==> src/rtl/memfetch_pkg.sv <==
package memfetch_pkg;

  // memory organisation selector values
  localparam int ORG_NARROW     = 0;
  localparam int ORG_WIDE       = 1;
  localparam int ORG_INTERLEAVE = 2;

  typedef enum logic [1:0] {
    ST_BOOT = 2'd0,
    ST_IDLE = 2'd1,
    ST_ADDR = 2'd2,
    ST_RUN  = 2'd3
  } seq_st_e;

  // content model of the banks: a fixed scramble of the word address
  function automatic logic [31:0] fill_word(input logic [31:0] waddr);
    return (waddr * 32'h9E3779B1) ^ 32'h5A5AC3C3;
  endfunction

endpackage

==> src/rtl/mf_bank.sv <==
module mf_bank
  import memfetch_pkg::*;
#(
  parameter int LANES   = 1,
  parameter int DATA_W  = 32,
  parameter int WADDR_W = 10,
  parameter int LAT     = 15
) (
  input  logic                      clk,
  input  logic                      rst_n,
  input  logic                      start,
  input  logic                      take,
  input  logic [WADDR_W-1:0]        base,
  output logic                      full,
  output logic [LANES*DATA_W-1:0]   data
);

  localparam int CNT_W = $clog2(LAT + 1);

  logic               busy_q, busy_n;
  logic               full_q, full_n;
  logic [CNT_W-1:0]   cnt_q, cnt_n;
  logic [WADDR_W-1:0] addr_q, addr_n;
  logic               cap_en;
  logic [LANES*DATA_W-1:0] data_q, data_d;

  // word content for each lane of this bank
  for (genvar j = 0; j < LANES; j++) begin : g_lane
    logic [31:0] w;
    assign w = fill_word(32'(addr_q) + 32'(j));
    assign data_d[j*DATA_W +: DATA_W] = w[DATA_W-1:0];
  end

  always_comb begin
    busy_n = busy_q;
    full_n = full_q;
    cnt_n  = cnt_q;
    addr_n = addr_q;
    cap_en = 1'b0;
    if (take) full_n = 1'b0;
    if (start) begin
      busy_n = 1'b1;
      cnt_n  = CNT_W'(LAT - 1);
      addr_n = base;
    end else if (busy_q) begin
      if (cnt_q == '0) begin
        busy_n = 1'b0;
        full_n = 1'b1;
        cap_en = 1'b1;
      end else begin
        cnt_n = cnt_q - 1'b1;
      end
    end
  end

  always_ff @(posedge clk or negedge rst_n) begin
    if (!rst_n) begin
      busy_q <= 1'b0;
      full_q <= 1'b0;
      cnt_q  <= '0;
      addr_q <= '0;
    end else begin
      busy_q <= busy_n;
      full_q <= full_n;
      cnt_q  <= cnt_n;
      addr_q <= addr_n;
    end
  end

  always_ff @(posedge clk or negedge rst_n) begin
    if (!rst_n) begin
      data_q <= '0;
    end else if (cap_en) begin
      data_q <= data_d;
    end
  end

  assign full = full_q;
  assign data = data_q;


  full_hold_chk: assert property (@(posedge clk) disable iff (!rst_n)
    full_q && !take |=> full_q && $stable(data_q));


  no_restart_chk: assert property (@(posedge clk) disable iff (!rst_n)
    start |-> !busy_q && (!full_q || take));

endmodule

==> src/rtl/mf_seq.sv <==
module mf_seq
  import memfetch_pkg::*;
#(
  parameter int ORG   = ORG_INTERLEAVE,
  parameter int WORDS = 4,
  parameter int BLK_W = 8,
  parameter int NB    = 4,
  localparam int IDX_W = $clog2(WORDS)
) (
  input  logic             clk,
  input  logic             rst_n,
  input  logic             req_valid,
  output logic             req_ready,
  input  logic [BLK_W-1:0] req_blk,
  input  logic             rsp_ready,
  output logic             rsp_valid,
  output logic             rsp_last,
  input  logic [NB-1:0]    bank_full,
  output logic [NB-1:0]    bank_start,
  output logic [NB-1:0]    bank_take,
  output logic [IDX_W-1:0] beat,
  output logic [IDX_W-1:0] acc_word,
  output logic [BLK_W-1:0] blk
);

  localparam int BEATS = (ORG == ORG_WIDE) ? 1 : WORDS;

  seq_st_e          state_q, state_n;
  logic [IDX_W-1:0] beat_q, beat_n;
  logic [BLK_W-1:0] blk_q, blk_n;
  logic             cur_full;
  logic             hs;
  logic             last;

  if (ORG == ORG_INTERLEAVE) begin : g_sel_ilv
    assign cur_full  = bank_full[beat_q];
    assign bank_take = hs ? (NB'(1) << beat_q) : '0;
  end else begin : g_sel_one
    assign cur_full  = bank_full[0];
    assign bank_take = {NB{hs}};
  end

  assign req_ready = (state_q == ST_IDLE);
  assign rsp_valid = (state_q == ST_RUN) && cur_full;
  assign hs        = rsp_valid && rsp_ready;
  assign last      = (beat_q == IDX_W'(BEATS - 1));
  assign rsp_last  = rsp_valid && last;

  always_comb begin
    state_n    = state_q;
    beat_n     = beat_q;
    blk_n      = blk_q;
    bank_start = '0;
    acc_word   = '0;
    unique case (state_q)
      ST_BOOT: state_n = ST_IDLE;
      ST_IDLE: begin
        if (req_valid) begin
          blk_n   = req_blk;
          beat_n  = '0;
          state_n = ST_ADDR;
        end
      end
      ST_ADDR: begin
        bank_start = '1;
        state_n    = ST_RUN;
      end
      ST_RUN: begin
        if (hs) begin
          if (last) begin
            state_n = ST_IDLE;
          end else begin
            beat_n   = beat_q + 1'b1;
            acc_word = beat_q + 1'b1;
            if (ORG == ORG_NARROW) bank_start[0] = 1'b1;
          end
        end
      end
      default: state_n = ST_IDLE;
    endcase
  end

  always_ff @(posedge clk or negedge rst_n) begin
    if (!rst_n) begin
      state_q <= ST_BOOT;
      beat_q  <= '0;
      blk_q   <= '0;
    end else begin
      state_q <= state_n;
      beat_q  <= beat_n;
      blk_q   <= blk_n;
    end
  end

  assign beat = beat_q;
  assign blk  = blk_q;


  ready_excl_chk: assert property (@(posedge clk) disable iff (!rst_n)
    req_ready |-> !rsp_valid && (bank_full == '0));


  blk_hold_chk: assert property (@(posedge clk) disable iff (!rst_n)
    !req_ready && state_q != ST_BOOT |=> $stable(blk_q));

endmodule

==> src/rtl/mf_lanes.sv <==
module mf_lanes
  import memfetch_pkg::*;
#(
  parameter int ORG    = ORG_INTERLEAVE,
  parameter int WORDS  = 4,
  parameter int DATA_W = 32,
  parameter int NB     = 4,
  parameter int BANK_W = 32,
  localparam int IDX_W = $clog2(WORDS)
) (
  input  logic [NB*BANK_W-1:0]   bank_data,
  input  logic [IDX_W-1:0]       beat,
  input  logic                   valid,
  output logic [WORDS*DATA_W-1:0] data,
  output logic [WORDS-1:0]       lane_vld,
  output logic [IDX_W-1:0]       idx
);

  assign idx = beat;

  if (ORG == ORG_WIDE) begin : g_wide
    assign data     = valid ? bank_data : '0;
    assign lane_vld = {WORDS{valid}};
  end else begin : g_word
    logic [DATA_W-1:0] word;
    if (ORG == ORG_INTERLEAVE) begin : g_pick
      assign word = bank_data[beat*DATA_W +: DATA_W];
    end else begin : g_only
      assign word = bank_data[DATA_W-1:0];
    end
    for (genvar j = 0; j < WORDS; j++) begin : g_lane
      logic hit;
      assign hit = valid && (beat == IDX_W'(j));
      assign data[j*DATA_W +: DATA_W] = hit ? word : '0;
      assign lane_vld[j] = hit;
    end
  end

endmodule

==> src/rtl/memfetch_ctrl.sv <==
module memfetch_ctrl
  import memfetch_pkg::*;
#(
  parameter int ORG    = ORG_INTERLEAVE,
  parameter int WORDS  = 4,
  parameter int DATA_W = 32,
  parameter int BLK_W  = 8,
  parameter int LAT    = 15,
  localparam int IDX_W = $clog2(WORDS)
) (
  input  logic                    clk,
  input  logic                    rst_n,
  input  logic                    req_valid,
  output logic                    req_ready,
  input  logic [BLK_W-1:0]        req_blk,
  output logic                    rsp_valid,
  input  logic                    rsp_ready,
  output logic [WORDS*DATA_W-1:0] rsp_data,
  output logic [WORDS-1:0]        rsp_lane_vld,
  output logic [IDX_W-1:0]        rsp_idx,
  output logic                    rsp_last
);

  localparam int NB       = (ORG == ORG_INTERLEAVE) ? WORDS : 1;
  localparam int LANES    = (ORG == ORG_WIDE) ? WORDS : 1;
  localparam int BANK_W   = LANES * DATA_W;
  localparam int WADDR_W  = BLK_W + IDX_W;
  localparam int BEATS    = (ORG == ORG_WIDE) ? 1 : WORDS;
  localparam int ACCESSES = (ORG == ORG_NARROW) ? WORDS : 1;
  localparam int PENALTY  = 1 + ACCESSES * LAT + BEATS;

  // reset: asserted asynchronously, released on the clock
  logic [1:0] rst_sync_q;
  logic       rst_s_n;

  always_ff @(posedge clk or negedge rst_n) begin
    if (!rst_n) rst_sync_q <= 2'b00;
    else        rst_sync_q <= {rst_sync_q[0], 1'b1};
  end
  assign rst_s_n = rst_sync_q[1];

  logic [NB-1:0]        bank_full, bank_start, bank_take;
  logic [NB*BANK_W-1:0] bank_data;
  logic [IDX_W-1:0]     beat, acc_word;
  logic [BLK_W-1:0]     blk;

  mf_seq #(
    .ORG(ORG), .WORDS(WORDS), .BLK_W(BLK_W), .NB(NB)
  ) u_seq (
    .clk(clk), .rst_n(rst_s_n),
    .req_valid(req_valid), .req_ready(req_ready), .req_blk(req_blk),
    .rsp_ready(rsp_ready), .rsp_valid(rsp_valid), .rsp_last(rsp_last),
    .bank_full(bank_full), .bank_start(bank_start), .bank_take(bank_take),
    .beat(beat), .acc_word(acc_word), .blk(blk)
  );

  for (genvar k = 0; k < NB; k++) begin : g_bank
    logic [WADDR_W-1:0] base;
    assign base = {blk, acc_word + IDX_W'(k)};
    mf_bank #(
      .LANES(LANES), .DATA_W(DATA_W), .WADDR_W(WADDR_W), .LAT(LAT)
    ) u_bank (
      .clk(clk), .rst_n(rst_s_n),
      .start(bank_start[k]), .take(bank_take[k]), .base(base),
      .full(bank_full[k]), .data(bank_data[k*BANK_W +: BANK_W])
    );
  end

  mf_lanes #(
    .ORG(ORG), .WORDS(WORDS), .DATA_W(DATA_W), .NB(NB), .BANK_W(BANK_W)
  ) u_lanes (
    .bank_data(bank_data), .beat(beat), .valid(rsp_valid),
    .data(rsp_data), .lane_vld(rsp_lane_vld), .idx(rsp_idx)
  );

  // refill-length monitor for the penalty check
  logic [15:0] cyc_q;
  logic        stall_q;

  always_ff @(posedge clk or negedge rst_s_n) begin
    if (!rst_s_n) begin
      cyc_q   <= '0;
      stall_q <= 1'b0;
    end else if (req_valid && req_ready) begin
      cyc_q   <= 16'd1;
      stall_q <= 1'b0;
    end else if (!req_ready) begin
      cyc_q   <= cyc_q + 1'b1;
      stall_q <= stall_q || (rsp_valid && !rsp_ready);
    end
  end


  penalty_chk: assert property (@(posedge clk) disable iff (!rst_s_n)
    rsp_last && rsp_ready && !stall_q |-> cyc_q == 16'(PENALTY));


  rsp_hold_chk: assert property (@(posedge clk) disable iff (!rst_s_n)
    rsp_valid && !rsp_ready |=> rsp_valid && $stable(rsp_data) && $stable(rsp_idx));


  last_valid_chk: assert property (@(posedge clk) disable iff (!rst_s_n)
    rsp_last |-> rsp_valid && rsp_lane_vld[WORDS-1]);


  boot_quiet_chk: assert property (@(posedge clk)
    !rst_s_n |-> !req_ready && !rsp_valid);

endmodule

==> config.mk <==
export PLATFORM = sky130hd
export DESIGN_NAME = memfetch_ctrl
export DESIGN_NICKNAME = d
export VERILOG_FILES = /design/src/rtl/memfetch_pkg.sv /design/src/rtl/mf_bank.sv /design/src/rtl/mf_seq.sv /design/src/rtl/mf_lanes.sv /design/src/rtl/memfetch_ctrl.sv
export SDC_FILE = /design/constraint.sdc
export NUM_CORES = 1
export LEC_CHECK = 0
export ABC_AREA = 1
export BUFFER_PORTS_ARGS = -buffer_cell sky130_fd_sc_hd__buf_2
export CELL_PAD_IN_SITES_DETAIL_PLACEMENT = 1
export CELL_PAD_IN_SITES_GLOBAL_PLACEMENT = 2
export CORE_ASPECT_RATIO = 1.75
export CORE_MARGIN = 2
export CORE_UTILIZATION = 33
export CTS_CLUSTER_SIZE = 14
export DETAILED_ROUTE_END_ITERATION = 16
export HOLD_SLACK_MARGIN = 0.15
export PLACE_DENSITY_LB_ADDON = 0.1
export SYNTH_ARGS = -nofsm -noshare
export SYNTH_HDL_FRONTEND = slang
export SYNTH_SLANG_ARGS = --single-unit
==> constraint.sdc <==
create_clock -name clk -period 5.23 [get_ports clk]
set_input_delay 1.046 -clock clk [delete_from_list [all_inputs] [get_ports clk]]
set_output_delay 1.046 -clock clk [all_outputs]
set_load 0.01 [all_outputs]
==> flow_metrics.py, run 1 <==
metrics = {
    "placement": {
        "place_inst": 4825,
        "gp_congestion": 1.02,
        "detailed_place.area_mm2": 0.0290,
        "placement.io_buffers": 148,
        "hpwl_um": 102000,
    },
    "clock_network": {
        "cts_tree": "built",
        "cts_sinks": 180,
        "cts_root_buf": "clkbuf_16",
        "cts_made_buffers": 17,
        "h-tree-depth": 4,
        "cts.clk_slew.worst_paths_ns": 0.09,
        "worst_skew_pair.late_latency_ns": 0.54,
        "holdBufCountCts": 0,
        "clock_path_buffers": 2,
    },
    "synth": {
        "ys_ff_latch": 180,
        "synth_edf_count": 0,
        "yosys_warnings": 0,
        "ys.flop_type": "dfrtp_1",
        "ys_async_sr_fraction_pct": 100,
        "syn_inst": 3436,
        "synthesis.area_mm2": 0.0250,
        "synth.avg_cell_area_um2": 7.28,
        "ys_seq_area_share_pct": 18.0,
        "synth_fp_nets": 3983,
        "ys_types": 39,
    },
    "routing": {
        "routed_wl_um": 121000,
        "post_drt_via_cell_ratio": 4.94,
        "avgRoutedWirePerCell_um": 25.0,
        "vias": 24000,
        "dr.pass1.iters": 5,
        "first_iter_violations": 1048,
        "drcViolationCount": 0,
        "antenna_left": 0,
    },
    "status": {
        "status": "finished, final reports clean",
    },
    "finish": {
        "mostFrequentLayoutCell": "nand2_1",
        "instances_no_fill": 4859,
        "drive_above_1_share_pct": 14.9,
        "fin_util_pct": 39.8,
        "layout_common_cells": "nand2_1 (889), inv_1 (777), nor2_1 (295)",
        "fin_area_mm2": 0.0299,
        "final_nets": 4380,
        "area_growth_pct": 19.4,
    },
    "floorplan": {
        "initial_utilization_pct": 33.3,
        "die_x_um": 212,
        "coreArea_mm2": 0.0751,
        "row_count": 133,
        "ios": 149,
        "fp.dieH_um": 368,
        "die-area_mm2": 0.0781,
    },
    "timing": {
        "relSlewSlack_pct": 32.7,
        "report.final.slew_viol_count": 0,
        "setup_viol": 0,
        "finClkSkew_ns": 0.0217,
        "fmax_ghz": 0.194,
        "final_hold_viol_count": 0,
        "fin_crit_ns": 5.15,
        "period_share_pct": 98.4,
        "worst_slew_pin_slew_ns": 0.998,
        "grt_setup_unrepaired": "yes",
    },
    "critical_path": {
        "r2r_setup_slack_ns": 0.08,
        "critPathRequiredTime_ns": 5.66,
        "r2r-end": "g_bank[2].u_bank.data[30]",
        "reg2regPathDepth": 19,
        "endpoint_kind": "flip-flop",
        "worst-setup-path-type": "reg2reg",
        "critPathLaunch": "g_bank[0].u_bank.addr_q[4]",
        "worstReg2RegStart": "g_bank[0].u_bank.addr_q[4]",
        "cp.arrival_ns": 5.57,
        "critPathCapture": "g_bank[2].u_bank.data[30]",
        "worst_setup_path_start_kind": "flip-flop",
        "path_max_fanout": 5,
    },
    "flow_run": {
        "max_cap_violations": 0,
    },
    "global_routing": {
        "grt_pass1_wl_um": 177000,
        "grt_pass1_vias": 26500,
        "grt-ovfl-total": 0,
        "grt_max_degree": 132,
        "antenna_found_initial": 8,
        "grt_use_total_pct": 31.9,
    },
    "min_path": {
        "hp-class": "in2async",
    },
}
[critical path, stage by stage (launching register included)]
cell,delay (ns)
dfrtp_1,0.39
buf_4,0.19
ha_1,0.41
buf_4,0.19
ha_1,0.28
inv_1,0.23
buf_4,0.21
fa_1,0.44
fa_1,0.51
fa_1,0.51
inv_1,0.05
ha_1,0.33
nand2_1,0.16
inv_1,0.05
a21oi_1,0.21
nand3_1,0.24
nand2_1,0.28
nand4_1,0.14
nand3_1,0.14
nand2_1,0.06
[cell usage after synthesis, drive strengths merged, types with 20 or more instances]
cell type | instances | area share [%]
o21bai | 25 | 0.75
inv | 789 | 12
a32o | 24 | 0.96
xor2 | 20 | 0.70
dfrtp | 180 | 18
o21ai | 146 | 3.0
nor2 | 320 | 4.8
nand4 | 46 | 1.2
clkbuf | 21 | 0.32
fa | 279 | 22
xnor2 | 24 | 0.84
nand2 | 897 | 13
buf | 46 | 1.2
ha | 256 | 13
nand3 | 168 | 3.4
a21oi | 130 | 2.6
[cell families after synthesis]
family,after synthesis,synth area share [%]
adder cells (fa/ha/maj),535,35.1
AO/OA/AOI/OAI,343,7.81
buffers and inverters,856,13.4
other,1,0.0150
flip-flops,180,18.0
AND/OR/NAND/NOR,1469,23.8
XOR/XNOR,44,1.54
multiplexers,8,0.360
[worst min path at each step]
| stage | from | end | slack (ns) | cells after the start |
|---|---|---|---|---|
| 2_1_floorplan | rst_sync_q[0] | rst_sync_q[1] | 0.33 | 0 |
| 3_3_place_gp | rst_sync_q[0] | rst_sync_q[1] | 0.34 | 0 |
| 3_5_place_dp | rst_sync_q[0] | rst_sync_q[1] | 0.34 | 0 |
| 4_1_cts | rst_n | rst_sync_q[1] | 0.22 | 1 |
| 5_1_grt | rst_n | rst_sync_q[1] | 0.25 | 1 |
| 6_report | rst_n | rst_sync_q[1] | 0.28 | 1 |
[flip-flops by register name, indices dropped and copies added (netlist names), 4 cells and up]
register and count:
g_bank.u_bank.full 4, u_seq.blk 8, g_bank.u_bank.busy_q 4, g_bank.u_bank.data 128, g_bank.u_bank.cnt_q 16, g_bank.u_bank.addr_q 14
[what timing repair did]
action | 4_1_cts | 5_1_grt
hold endpoints to repair | 0 | 0
setup endpoints to repair | 0 | 48
buffers inserted | 0 | 1
gates resized for setup | 0 | 69
[area by class of cell]
| cell class | count | area [µm²] |
|---|---|---|
| clock buffer | 18 | 429 |
| inverter | 789 | 2970 |
| clock inverter | 14 | 186 |
| antenna | 1 | 2.50 |
| timing repair buffer | 445 | 3080 |
| fill | 9451 | 45200 |
| tap | 1012 | 1270 |
| multi-input combinational | 2400 | 17400 |
| sequential | 180 | 4510 |
[per-layer routing]
metal  track usage, %  wire length [µm]  up-vias
li1                 -                 -    11300
met1             34.5             45500    12000
met2             57.2             62800      450
met3             4.18              3550      239
met4             22.0              9450       12
met5                0                79        -
[per-stage QoR]
stage / hold slack, ns / setup slack (ns) / TNS (ns)
floorplan: 0.331 / 0.347 / 0
global placement: 0.340 / 0.0718 / 0
detailed placement: 0.343 / 0.0633 / 0
CTS: 0.223 / 0.0268 / 0
global route: 0.250 / -0.0621 / -0.251
finish: 0.275 / 0.0823 / 0
Power of run 1 is not shown: default switching activity piles up to over one toggle a cycle in this logic, so the estimate is an artifact.
==> run 2, diff against run 1 <==
Settings changed: ABC_AREA 1 to not set, CORE_UTILIZATION 33 to 37.
==> flow_metrics.py, run 2 <==
metrics = {
    "finish": {
        "largest_register_ffs": 128,
        "final_nets": 3370,
        "fin_util_pct": 48.4,
        "layout_common_cells": "inv_1 (447), buf_4 (369), fa_1 (264)",
        "drive_above_1_share_pct": 31.2,
        "fillers": 6848,
        "mostFrequentLayoutCell": "inv_1",
        "area_growth_pct": 29.9,
    },
    "floorplan": {
        "fp.dieH_um": 329,
        "initial_utilization_pct": 37.3,
        "coreArea_mm2": 0.0599,
        "die_x_um": 190,
        "row_count": 119,
        "ios": 149,
        "die-area_mm2": 0.0623,
    },
    "timing": {
        "setup_viol": 15,
        "final.setup.worst_slack_ns": -0.129,
        "timing.hold.ws_ns": 0.337,
        "fmax_ghz": 0.187,
        "finClkSkew_ns": 0.0178,
        "final.setup.tns_ns": -0.919,
        "report.final.slew_viol_count": 0,
        "final_hold_viol_count": 0,
        "grt_setup_unrepaired": "yes",
        "period_share_pct": 102,
        "fin_crit_ns": 5.36,
        "relSlewSlack_pct": 23.7,
        "worst_slew_pin_slew_ns": 1.14,
    },
    "synth": {
        "ys.flop_type": "dfrtp_1",
        "ys_async_sr_fraction_pct": 100,
        "synth_edf_count": 0,
        "ys_top_cells_by_area": "fa_1 (25%), dfrtp_1 (20%), ha_1 (14%)",
        "ys_types": 69,
        "synth_fp_nets": 2852,
        "yosys_warnings": 0,
        "synthesis.area_mm2": 0.0223,
        "ys_ff_latch": 180,
        "ys_seq_area_share_pct": 20.2,
        "yosysMostFrequentCell": "inv_1",
        "synth.avg_cell_area_um2": 9.68,
        "syn_inst": 2305,
        "synth_top_area_share_pct": 25.0,
        "synth_area_leader_cell": "fa_1",
        "synth_common_cells": "inv_1 (474), fa_1 (279), ha_1 (256), dfrtp_1 (180), nand2_1 (177)",
    },
    "global_routing": {
        "grt-ovfl-total": 0,
        "grt_pass1_wl_um": 129000,
        "antenna_found_initial": 6,
        "grt_pass1_vias": 20700,
        "grt_max_degree": 134,
        "grt_use_total_pct": 28.6,
    },
    "clock_network": {
        "worst_skew_pair.late_latency_ns": 0.49,
        "cts_root_buf": "clkbuf_16",
        "h-tree-depth": 4,
        "cts_tree": "built",
        "holdBufCountCts": 0,
        "cts.clk_slew.worst_paths_ns": 0.08,
        "cts_sinks": 180,
        "clock_path_buffers": 2,
        "cts_made_buffers": 17,
    },
    "status": {
        "violations": "setup timing",
        "status": "complete, but fails checks",
    },
    "critical_path": {
        "endpoint_kind": "flip-flop",
        "cpMaxStageDelayCell": "fa_1",
        "worstPathCellList": "buf_6, fa_1, buf_4, inv_2, fa_1, inv_2, fa_1, fa_1, fa_1, ha_4, and3_4, a221o_1, a21oi_2, nor3b_2, o41a_1, o41ai_2, o31a_1, o211ai_1",
        "critPathTopFamily": "adder cells",
        "critPathRequiredTime_ns": 5.56,
        "worst-setup-path-type": "reg2reg",
        "reg2regPathDepth": 18,
        "cp.arrival_ns": 5.69,
        "worstReg2RegStart": "g_bank[0].u_bank.addr_q[8]",
        "cp_num_buf_inv": 4,
        "path_max_fanout": 4,
        "max_stage_delay_ns": 0.54,
        "r2r_setup_slack_ns": -0.13,
        "worst_setup_path_start_kind": "flip-flop",
        "r2r-end": "g_bank[1].u_bank.data[30]",
        "cpMostUsedCell": "fa_1",
    },
    "routing": {
        "vias": 18100,
        "routed_wl_um": 86400,
        "drcViolationCount": 0,
        "antenna_left": 0,
        "post_drt_via_cell_ratio": 5.00,
        "dr.pass1.iters": 5,
        "first_iter_violations": 723,
        "avgRoutedWirePerCell_um": 23.8,
    },
    "placement": {
        "placement.io_buffers": 148,
        "hpwl_um": 73900,
        "gp_congestion": 0.980,
    },
    "flow_run": {
        "max_cap_violations": 0,
    },
    "min_path": {
        "hp-class": "in2async",
    },
}
## run 2: cell count changes in the layout (fill, tap and decap cells not counted), sizes merged, moves of 27 or more
cell | previous run | this run
nand2 | 897 | 177
and2 | 1 | 99
xor2 | 20 | 47
and3 | 1 | 43
nor2 | 320 | 64
xnor2 | 24 | 80
nand4 | 46 | 6
a21oi | 130 | 86
buf | 445 | 560
a21o | 8 | 45
mux4 | 0 | 33
inv | 794 | 476
nand3 | 168 | 15
## run 2: cells by family after synthesis
kind of cell	Yosys count	synth area share [%]
adder cells (fa/ha/maj)	535	39.4
multiplexers	64	4.88
flip-flops	180	20.2
XOR/XNOR	127	4.99
buffers and inverters	535	9.08
AND/OR/NAND/NOR	480	10.8
other	1	0.0168
AO/OA/AOI/OAI	383	10.7
## run 2: layer usage
metal	routed length, µm	GRT usage, %	up-vias
met4	4600	13.6	0
li1	-	-	8432
met2	45700	53.3	323
met5	0	0	-
met3	2180	2.01	106
met1	33900	32.9	9247
## run 2: final cells by class
class / count / area [µm²] / share of cell area (%)
diodes: 2 / 5.00 / 0.0173
inverters: 474 / 1790 / 6.19
multi-input cells: 1590 / 17000 / 58.8
clock buffers: 22 / 474 / 1.64
well taps: 786 / 983 / 3.39
clock inverters: 10 / 113 / 0.389
repair buffers: 560 / 4060 / 14.0
flip-flops and latches: 180 / 4520 / 15.6
## run 2: how the worst max path moves through the flow
| stage | start | endpoint | cells after the start |
|---|---|---|---|
| final | g_bank[0].u_bank.addr_q[8] | g_bank[1].u_bank.data[30] | 18 |
| after global routing | g_bank[0].u_bank.addr_q[3] | g_bank[3].u_bank.data[27] | 22 |
| after global placement | g_bank[0].u_bank.addr_q[8] | g_bank[1].u_bank.data[28] | 18 |
| after detailed placement | g_bank[0].u_bank.addr_q[8] | g_bank[1].u_bank.data[28] | 18 |
| after floorplan | g_bank[0].u_bank.addr_q[5] | g_bank[1].u_bank.data[30] | 18 |
| after CTS | g_bank[0].u_bank.addr_q[2] | g_bank[3].u_bank.data[29] | 21 |
## run 2: through the flow
| stage | std cells | setup slack [ns] | instance area, µm² |
|---|---|---|---|
| floorplan | 2305 | -0.0179 | 22300 |
| global placement | 3550 | -0.666 | 26700 |
| detailed placement | 3550 | -0.708 | 26700 |
| CTS | 3603 | -0.211 | 28300 |
| global route | 3622 | -0.298 | 29000 |
| finish | 3624 | -0.129 | 29000 |
## run 2: repair_timing
item | in CTS | in global routing
resized for setup | 194 | 132
endpoints found under the setup margin | 48 | 53
pin swaps | 97 | 108
buffers inserted | 25 | 22
Power of run 2 is left out for the same reason.
